**config.mk**
```make
export PLATFORM = sky130hd
export DESIGN_NAME = cmd_mailbox
export DESIGN_NICKNAME = d
export VERILOG_FILES = /design/src/rtl/mbox_pkg.sv /design/src/rtl/mbox_decode.sv /design/src/rtl/mbox_poll_timer.sv /design/src/rtl/mbox_irq_flag.sv /design/src/rtl/cmd_mailbox.sv
export SDC_FILE = /design/constraint.sdc
export NUM_CORES = 1
export LEC_CHECK = 0
export BUFFER_PORTS_ARGS = -buffer_cell sky130_fd_sc_hd__buf_2
export CAP_MARGIN = 0
export CORE_MARGIN = 1
export CORE_UTILIZATION = 45
export DETAILED_ROUTE_END_ITERATION = 16
export PLACE_DENSITY = 0.74
export SLEW_MARGIN = 30
export SYNTH_ARGS = -nofsm -noshare
export SYNTH_HDL_FRONTEND = slang
export SYNTH_SLANG_ARGS = --single-unit
```
**constraint.sdc**
```tcl
create_clock -name clk -period 2.3 [get_ports clk]
set_input_delay 0 -clock clk [delete_from_list [all_inputs] [get_ports clk]]
set_output_delay 0 -clock clk [all_outputs]
set_load 0.05 [all_outputs]
```
**src/rtl/mbox_pkg.sv**
```systemverilog
package mbox_pkg;

    localparam int WORD_W = 16;
    localparam int SEL_W  = 3;

    typedef logic [WORD_W-1:0] word_t;

    typedef enum logic [SEL_W-1:0] {
        SEL_CMD  = 3'd0,
        SEL_OFFS = 3'd1,
        SEL_PLO  = 3'd2,
        SEL_PHI  = 3'd3,
        SEL_STAT = 3'd4
    } reg_sel_e;

    // command word layout
    localparam int GRP_LSB = 13;
    localparam int GRP_W   = 2;
    localparam int OP_LSB  = 9;
    localparam int OP_W    = 4;

    // status word control bits
    localparam int ACK_BIT  = 8;
    localparam int GO_N_BIT = 0;

    typedef enum logic [GRP_W-1:0] {
        GRP_SYSTEM = 2'd0,
        GRP_NET    = 2'd1,
        GRP_RSV2   = 2'd2,
        GRP_RSV3   = 2'd3
    } grp_e;

    localparam logic [OP_W-1:0] OP_STARTUP = 4'hF;

    // answer formatting constants
    localparam word_t KEEP_MASK = 16'h7E00;
    localparam word_t SEQ_STEP  = 16'h0400;
    localparam word_t CODE_FAIL = 16'h00FF;
    localparam word_t CODE_OK   = 16'h0004;
    localparam word_t FAIL_PARM = 16'hFFFF;

    // startup image
    localparam word_t BOOT_CMD  = 16'h8600;
    localparam word_t BOOT_OFFS = 16'h0000;
    localparam word_t BOOT_PLO  = 16'h0000;
    localparam word_t BOOT_PHI  = 16'h0C00;

    typedef enum logic [1:0] {
        ACT_NONE    = 2'd0,
        ACT_FAIL    = 2'd1,
        ACT_STARTUP = 2'd2
    } action_e;

    typedef struct packed {
        word_t cmd;
        word_t offs;
        word_t plo;
        word_t phi;
    } mbox_regs_t;

    function automatic grp_e cmd_group(input word_t c);
        return grp_e'(c[GRP_LSB +: GRP_W]);
    endfunction

    function automatic logic [OP_W-1:0] cmd_opcode(input word_t c);
        return c[OP_LSB +: OP_W];
    endfunction

    function automatic word_t answer_cmd(input word_t c, input logic failed);
        word_t base;
        base = (c & KEEP_MASK) + SEQ_STEP;
        return base | (failed ? CODE_FAIL : CODE_OK);
    endfunction

    function automatic mbox_regs_t fail_frame(input word_t c);
        mbox_regs_t f;
        f.cmd  = answer_cmd(c, 1'b1);
        f.offs = '0;
        f.plo  = FAIL_PARM;
        f.phi  = FAIL_PARM;
        return f;
    endfunction

    function automatic mbox_regs_t boot_frame();
        mbox_regs_t f;
        f.cmd  = BOOT_CMD;
        f.offs = BOOT_OFFS;
        f.plo  = BOOT_PLO;
        f.phi  = BOOT_PHI;
        return f;
    endfunction

endpackage

```
**src/rtl/mbox_decode.sv**
```systemverilog
module mbox_decode
    import mbox_pkg::*;
(
    input  word_t      cmd_word,
    input  logic       go,
    output action_e    action,
    output mbox_regs_t frame,
    output logic       raise,
    output logic       arm_poll
);

    grp_e            grp;
    logic [OP_W-1:0] opc;

    always_comb begin
        grp = cmd_group(cmd_word);
        opc = cmd_opcode(cmd_word);
    end

    always_comb begin
        action = ACT_NONE;
        if (go) begin
            unique case (grp)
                GRP_SYSTEM: action = (opc == OP_STARTUP) ? ACT_STARTUP : ACT_NONE;
                GRP_NET,
                GRP_RSV2,
                GRP_RSV3:   action = ACT_FAIL;
                default:    action = ACT_FAIL;
            endcase
        end
    end

    always_comb begin
        unique case (action)
            ACT_FAIL:    frame = fail_frame(cmd_word);
            ACT_STARTUP: frame = boot_frame();
            default:     frame = '0;
        endcase
        raise    = (action != ACT_NONE);
        arm_poll = (action == ACT_STARTUP);
    end

endmodule

```
**src/rtl/mbox_poll_timer.sv**
```systemverilog
module mbox_poll_timer #(
    parameter int POLL_PERIOD = 1024
) (
    input  logic clk,
    input  logic rst,
    input  logic arm,
    output logic expire
);

    localparam int CNT_W = (POLL_PERIOD > 1) ? $clog2(POLL_PERIOD) : 1;
    localparam logic [CNT_W-1:0] RELOAD = CNT_W'(POLL_PERIOD - 1);

    logic             armed_q;
    logic [CNT_W-1:0] cnt_q;

    always_comb expire = armed_q && (cnt_q == '0);

    always_ff @(posedge clk) begin
        if (rst) begin
            armed_q <= 1'b0;
            cnt_q   <= '0;
        end else if (arm) begin
            armed_q <= 1'b1;
            cnt_q   <= RELOAD;
        end else if (armed_q) begin
            cnt_q <= expire ? RELOAD : cnt_q - 1'b1;
        end
    end

endmodule

```
**src/rtl/mbox_irq_flag.sv**
```systemverilog
module mbox_irq_flag (
    input  logic clk,
    input  logic rst,
    input  logic ack,
    input  logic raise,
    input  logic poll_expire,
    output logic pending
);

    logic pending_q;
    logic pending_d;

    // acknowledge first, then the answer may set it again
    always_comb begin
        pending_d = pending_q & ~ack;
        if (raise)
            pending_d = 1'b1;
        if (poll_expire && !pending_q)
            pending_d = 1'b1;
    end

    always_ff @(posedge clk) begin
        if (rst) pending_q <= 1'b0;
        else     pending_q <= pending_d;
    end

    always_comb pending = pending_q;

endmodule

```
**src/rtl/cmd_mailbox.sv**
```systemverilog
module cmd_mailbox
    import mbox_pkg::*;
#(
    parameter int POLL_PERIOD = 1024
) (
    input  logic              clk,
    input  logic              rst,
    input  logic [SEL_W-1:0]  sel,
    input  logic              wr_en,
    input  logic              rd_en,
    input  logic [WORD_W-1:0] wdata,
    output logic [WORD_W-1:0] rdata,
    output logic              host_irq
);

    mbox_regs_t regs_q;
    word_t      stat_q;
    word_t      cmd_q;

    logic       stat_wr;
    logic       go;
    logic       ack;
    action_e    action;
    mbox_regs_t frame;
    logic       raise;
    logic       arm_poll;
    logic       poll_expire;
    logic       pending;

    always_comb begin
        stat_wr = wr_en && (sel == SEL_STAT);
        go      = stat_wr && !wdata[GO_N_BIT];
        ack     = stat_wr && wdata[ACK_BIT];
        cmd_q   = regs_q.cmd;
    end

    mbox_decode u_decode (
        .cmd_word (regs_q.cmd),
        .go       (go),
        .action   (action),
        .frame    (frame),
        .raise    (raise),
        .arm_poll (arm_poll)
    );

    mbox_poll_timer #(.POLL_PERIOD(POLL_PERIOD)) u_timer (
        .clk    (clk),
        .rst    (rst),
        .arm    (arm_poll),
        .expire (poll_expire)
    );

    mbox_irq_flag u_irq (
        .clk         (clk),
        .rst         (rst),
        .ack         (ack),
        .raise       (raise),
        .poll_expire (poll_expire),
        .pending     (pending)
    );

    always_ff @(posedge clk) begin
        if (rst) begin
            regs_q <= '0;
            stat_q <= '0;
        end else if (action != ACT_NONE) begin
            regs_q <= frame;
            stat_q <= wdata;
        end else if (wr_en) begin
            unique case (sel)
                SEL_CMD:  regs_q.cmd  <= wdata;
                SEL_OFFS: regs_q.offs <= wdata;
                SEL_PLO:  regs_q.plo  <= wdata;
                SEL_PHI:  regs_q.phi  <= wdata;
                SEL_STAT: stat_q      <= wdata;
                default: ;
            endcase
        end
    end

    always_comb begin
        rdata = '0;
        if (rd_en) begin
            unique case (sel)
                SEL_CMD:  rdata = regs_q.cmd;
                SEL_OFFS: rdata = regs_q.offs;
                SEL_PLO:  rdata = regs_q.plo;
                SEL_PHI:  rdata = regs_q.phi;
                SEL_STAT: rdata = stat_q & ~(word_t'(pending) << ACK_BIT);
                default:  rdata = '0;
            endcase
        end
    end

    always_comb host_irq = pending;

endmodule

```
==> run_results.csv <==
group,metric,value,unit
outcome,outcome,"complete, no violations",
logic_synthesis,synth_cell_types,55,
timing,skew,0.01116,ns
global_route,grt_use_met3,3.797,%
logic_synthesis,ys_seq_area_share,40.17,%
logic_synthesis,ys.flop_type,"dfxtp_1",
place,gp_congestion,0.8615,
critical_path,reg2reg_from,"cmd_q[10]",
timing,hold_viol_final,0,
worst_hold_path,hold_path.class,"in2reg",
run,drv_cap,0,
cts,cts_setup_buffers,0,
place,placed_cells,690,
logic_synthesis,ys_ff_latch,92,
critical_path,crit_top_cell,"buf_4",
critical_path,worstSetupStartpointType,"flop",
power_and_ir_drop,leakage,1.806,nW
logic_synthesis,yosysWarnings,0,
logic_synthesis,synth.cell_area,0.004584,mm^2
global_route,grt_busiest_layer,"met2",
power_and_ir_drop,seqPwrFrac,56.0,%
logic_synthesis,synth_edf_count,0,
logic_synthesis,ys_top_cells_by_area,"dfxtp_1 40%, a21oi_1 6.6%, nand2_1 6.3%",
global_route,grt_pass1_vias,4086,
global_route,grt_antenna_before_repair,0,
power_and_ir_drop,pwr-share-comb,11.1,%
critical_path,path_class,"reg2reg",
detailed_routing,vias,4415,
power_and_ir_drop,p_per_area,573.5,mW/mm^2
cts,h-tree-depth,3,
timing,report.final.slew_viol_count,0,
cells_and_area,drive_gt1_share,17.44,%
cells_and_area,stdcell_count,718,
critical_path,worst_path_max_delay_cell,"dfxtp_1",
cells_and_area,n_antenna_cell,0,
logic_synthesis,syn_avg_cell_area,8.290,um^2
logic_synthesis,syn_inst,553,
critical_path,cp_cell_sequence,"nand4_1, a211oi_4, buf_4, or2_0, buf_4, a211oi_1",
power_and_ir_drop,p_int,0.002189,W
timing,worst_pin_slew,0.8139,ns
timing,timing.final.ws_setup,0.4014,ns
floorplanning,io_pins,40,
critical_path,crit_required,2.51,ns
worst_hold_path,hp-start,"wdata[0]",
power_and_ir_drop,ir_worst_vdd,0.0002761,V
place,io_buffers,39,
logic_synthesis,async_flop_share,0,%
critical_path,path_buf_inv,2,
detailed_routing,antenna_left,0,
detailed_routing,viasPerCell,6.149,
critical_path,endpoint_kind,"flop",
place,pre_cts_slack,0.4038,ns
cts,clockRootBuffer,"clkbuf_8",
cts,clockBufferDepth,2,
power_and_ir_drop,pwr-share-clk,33.0,%
cts,cts.sinks,92,
floorplanning,core,0.009819,mm^2
timing,post-route-period-util,82.55,%
power_and_ir_drop,switching_share,26.16,%
critical_path,max_stage_delay,0.45,ns
timing,slew_headroom,45.74,%
cells_and_area,final_util,52.65,%
logic_synthesis,syn_nets,579,
cts,path_clk_slew,0.09,ns
floorplanning,rows,36,
place,dpl.hpwl,8798,um
global_route,grt_overflow,0,
logic_synthesis,yosysTopAreaCell,"dfxtp_1",
worst_hold_path,hold_path_end,"regs_q[32]",
critical_path,crit_family,"compound AO/OA/AOI/OAI gates",
floorplanning,die_area,0.01060,mm^2
global_route,grt_pass1_wl,20670,um
cells_and_area,area_growth,12.77,%
cells_and_area,nNetsFinal,609,
detailed_routing,drc,0,
floorplanning,die_x,102.9,um
timing,min_period,1.899,ns
critical_path,arrival,2.11,ns
timing,finalSetupViolCount,0,
detailed_routing,drtPass1Iterations,5,
timing,setup_tns,0,ns
cells_and_area,finalInstanceArea,0.005170,mm^2
global_route,grt_usage,25.50,%
global_route,grt_max_degree,77,
place,place_area,0.004856,mm^2
timing,fmax,0.5267,GHz
global_route,met1_usage,32.86,%
power_and_ir_drop,p_switching,0.0007755,W
logic_synthesis,synth_top_cell_area_share,40.17,%
cts,numCtsBuffers,9,
cts,clkLatencyLatePin,0.36,ns
critical_path,cp_max_fo,14,
floorplanning,die-height,102.9,um
detailed_routing,drt_iter0_drc,423,
detailed_routing,drt-total-wl,12970,um
worst_hold_path,hold_depth,3,
timing,rsz0062_at_grt,"false",
critical_path,rrSetupSlack,0.40,ns
floorplanning,start_util,46.69,%
critical_path,rr_endpoint,"regs_q[0]",
cts,cts_tree,"done",
critical_path,reg2reg_depth,6,
detailed_routing,routedWlPerCell,18.06,um
global_route,grt.met2_usage,42.62,%
sequential cells by signal, indices dropped and copies added (netlist names):
name and cells:
u_timer.armed_q 1, stat_q 16, u_timer.cnt_q 10, u_irq.pending 1, regs_q 48, cmd_q 16
worst max path at each step:
stage | startpoint | to | depth (start not counted)
after detailed placement | sel[1] | cmd_q[10] | 7
after global routing | cmd_q[10] | regs_q[21] | 4
after global placement | cmd_q[10] | regs_q[27] | 4
after CTS | cmd_q[10] | regs_q[0] | 6
final | cmd_q[10] | regs_q[0] | 6
after floorplan | cmd_q[10] | regs_q[21] | 6
synthesized netlist by cell type (2+ instances only):
master     n
a211oi_1  38
nand3_1   14
o21a_1     3
o221ai_1   3
mux2i_1    5
nor2b_1    5
o31ai_1    2
a31oi_1    3
a311oi_1   2
nand2b_1   2
inv_1      6
a21oi_1   60
o21ai_0   11
mux2_2    15
nor2_1    10
or3_1      2
buf_2     18
and2_1    15
dfxtp_1   92
nor3_1    48
xor2_1     2
ha_1       3
buf_6      4
and3_1     2
o22ai_1   16
clkbuf_1  31
nor4b_1    2
a211o_1    4
nand2_1   77
a22oi_1   32
o32a_1     2
per-layer routing:
metal	routed length (um)	vias up
met5	0	-
met2	6225	213
li1	-	2079
met1	5471	2100
met3	1035	23
met4	236	0
stage by stage:
stage	hold WS [ns]	power, W
6_report	0.02147	0.002965
5_1_grt	0.02150	0.003061
4_1_cts	0.0003055	0.002974
3_5_place_dp	0.2974	0.001998
3_3_place_gp	0.2890	0.001989
2_1_floorplan	0.1360	0.001894
timing repair:
action	CTS	global route
hold buffers	15	0
gates resized for setup	0	0
hold endpoints to repair	32	0
cells by family (layout without fill, tap and decap cells):
kind of cell,Yosys count,in the layout,share of synthesized area (%)
fa+ha+maj,3,3,0.8189
flops,92,92,40.17
compound gates,183,183,26.45
mux,22,22,5.595
buf+inv,61,93,6.223
simple gates,190,190,20.36
xor+xnor,2,2,0.3822
layout make-up:
cell class / count / area, um^2
Fill cell: 960 / 4649
Clock inverter: 2 / 12.51
Sequential cell: 92 / 1842
Clock buffer: 11 / 151.4
Tap cell: 133 / 166.4
Timing Repair Buffer: 74 / 495.5
Inverter: 6 / 22.52
Multi-Input combinational cell: 400 / 2480
worst min-delay path: cells and delay by family:
kind | cells | cell delay, ns
AO/OA/AOI/OAI | 1 | 0.05
buffers and inverters | 1 | 0.19
AND/OR/NAND/NOR | 1 | 0.09
placed cells by master (no fill, tap or decap), drive strengths merged, types with 11 or more instances in the layout:
cell	n
a211oi	40
nor3	48
mux2	16
clkbuf	11
dlygate4sd3	15
a22oi	32
o21ai	11
nand2	77
buf	59
and2	15
dfxtp	92
a21oi	60
o22ai	16
nand3	14
nor2	11
power by group through the flow:
stage	sequential, W	combinational (W)	clock [W]
after global routing	0.00166	0.000354	0.00104
after CTS	0.00166	0.000324	0.000993
after detailed placement	0.00170	0.000303	0
after floorplan	0.00169	0.000206	0
final	0.00166	0.000328	0.000978
after global placement	0.00169	0.000296	0
Power figures use the tool's default switching activity.
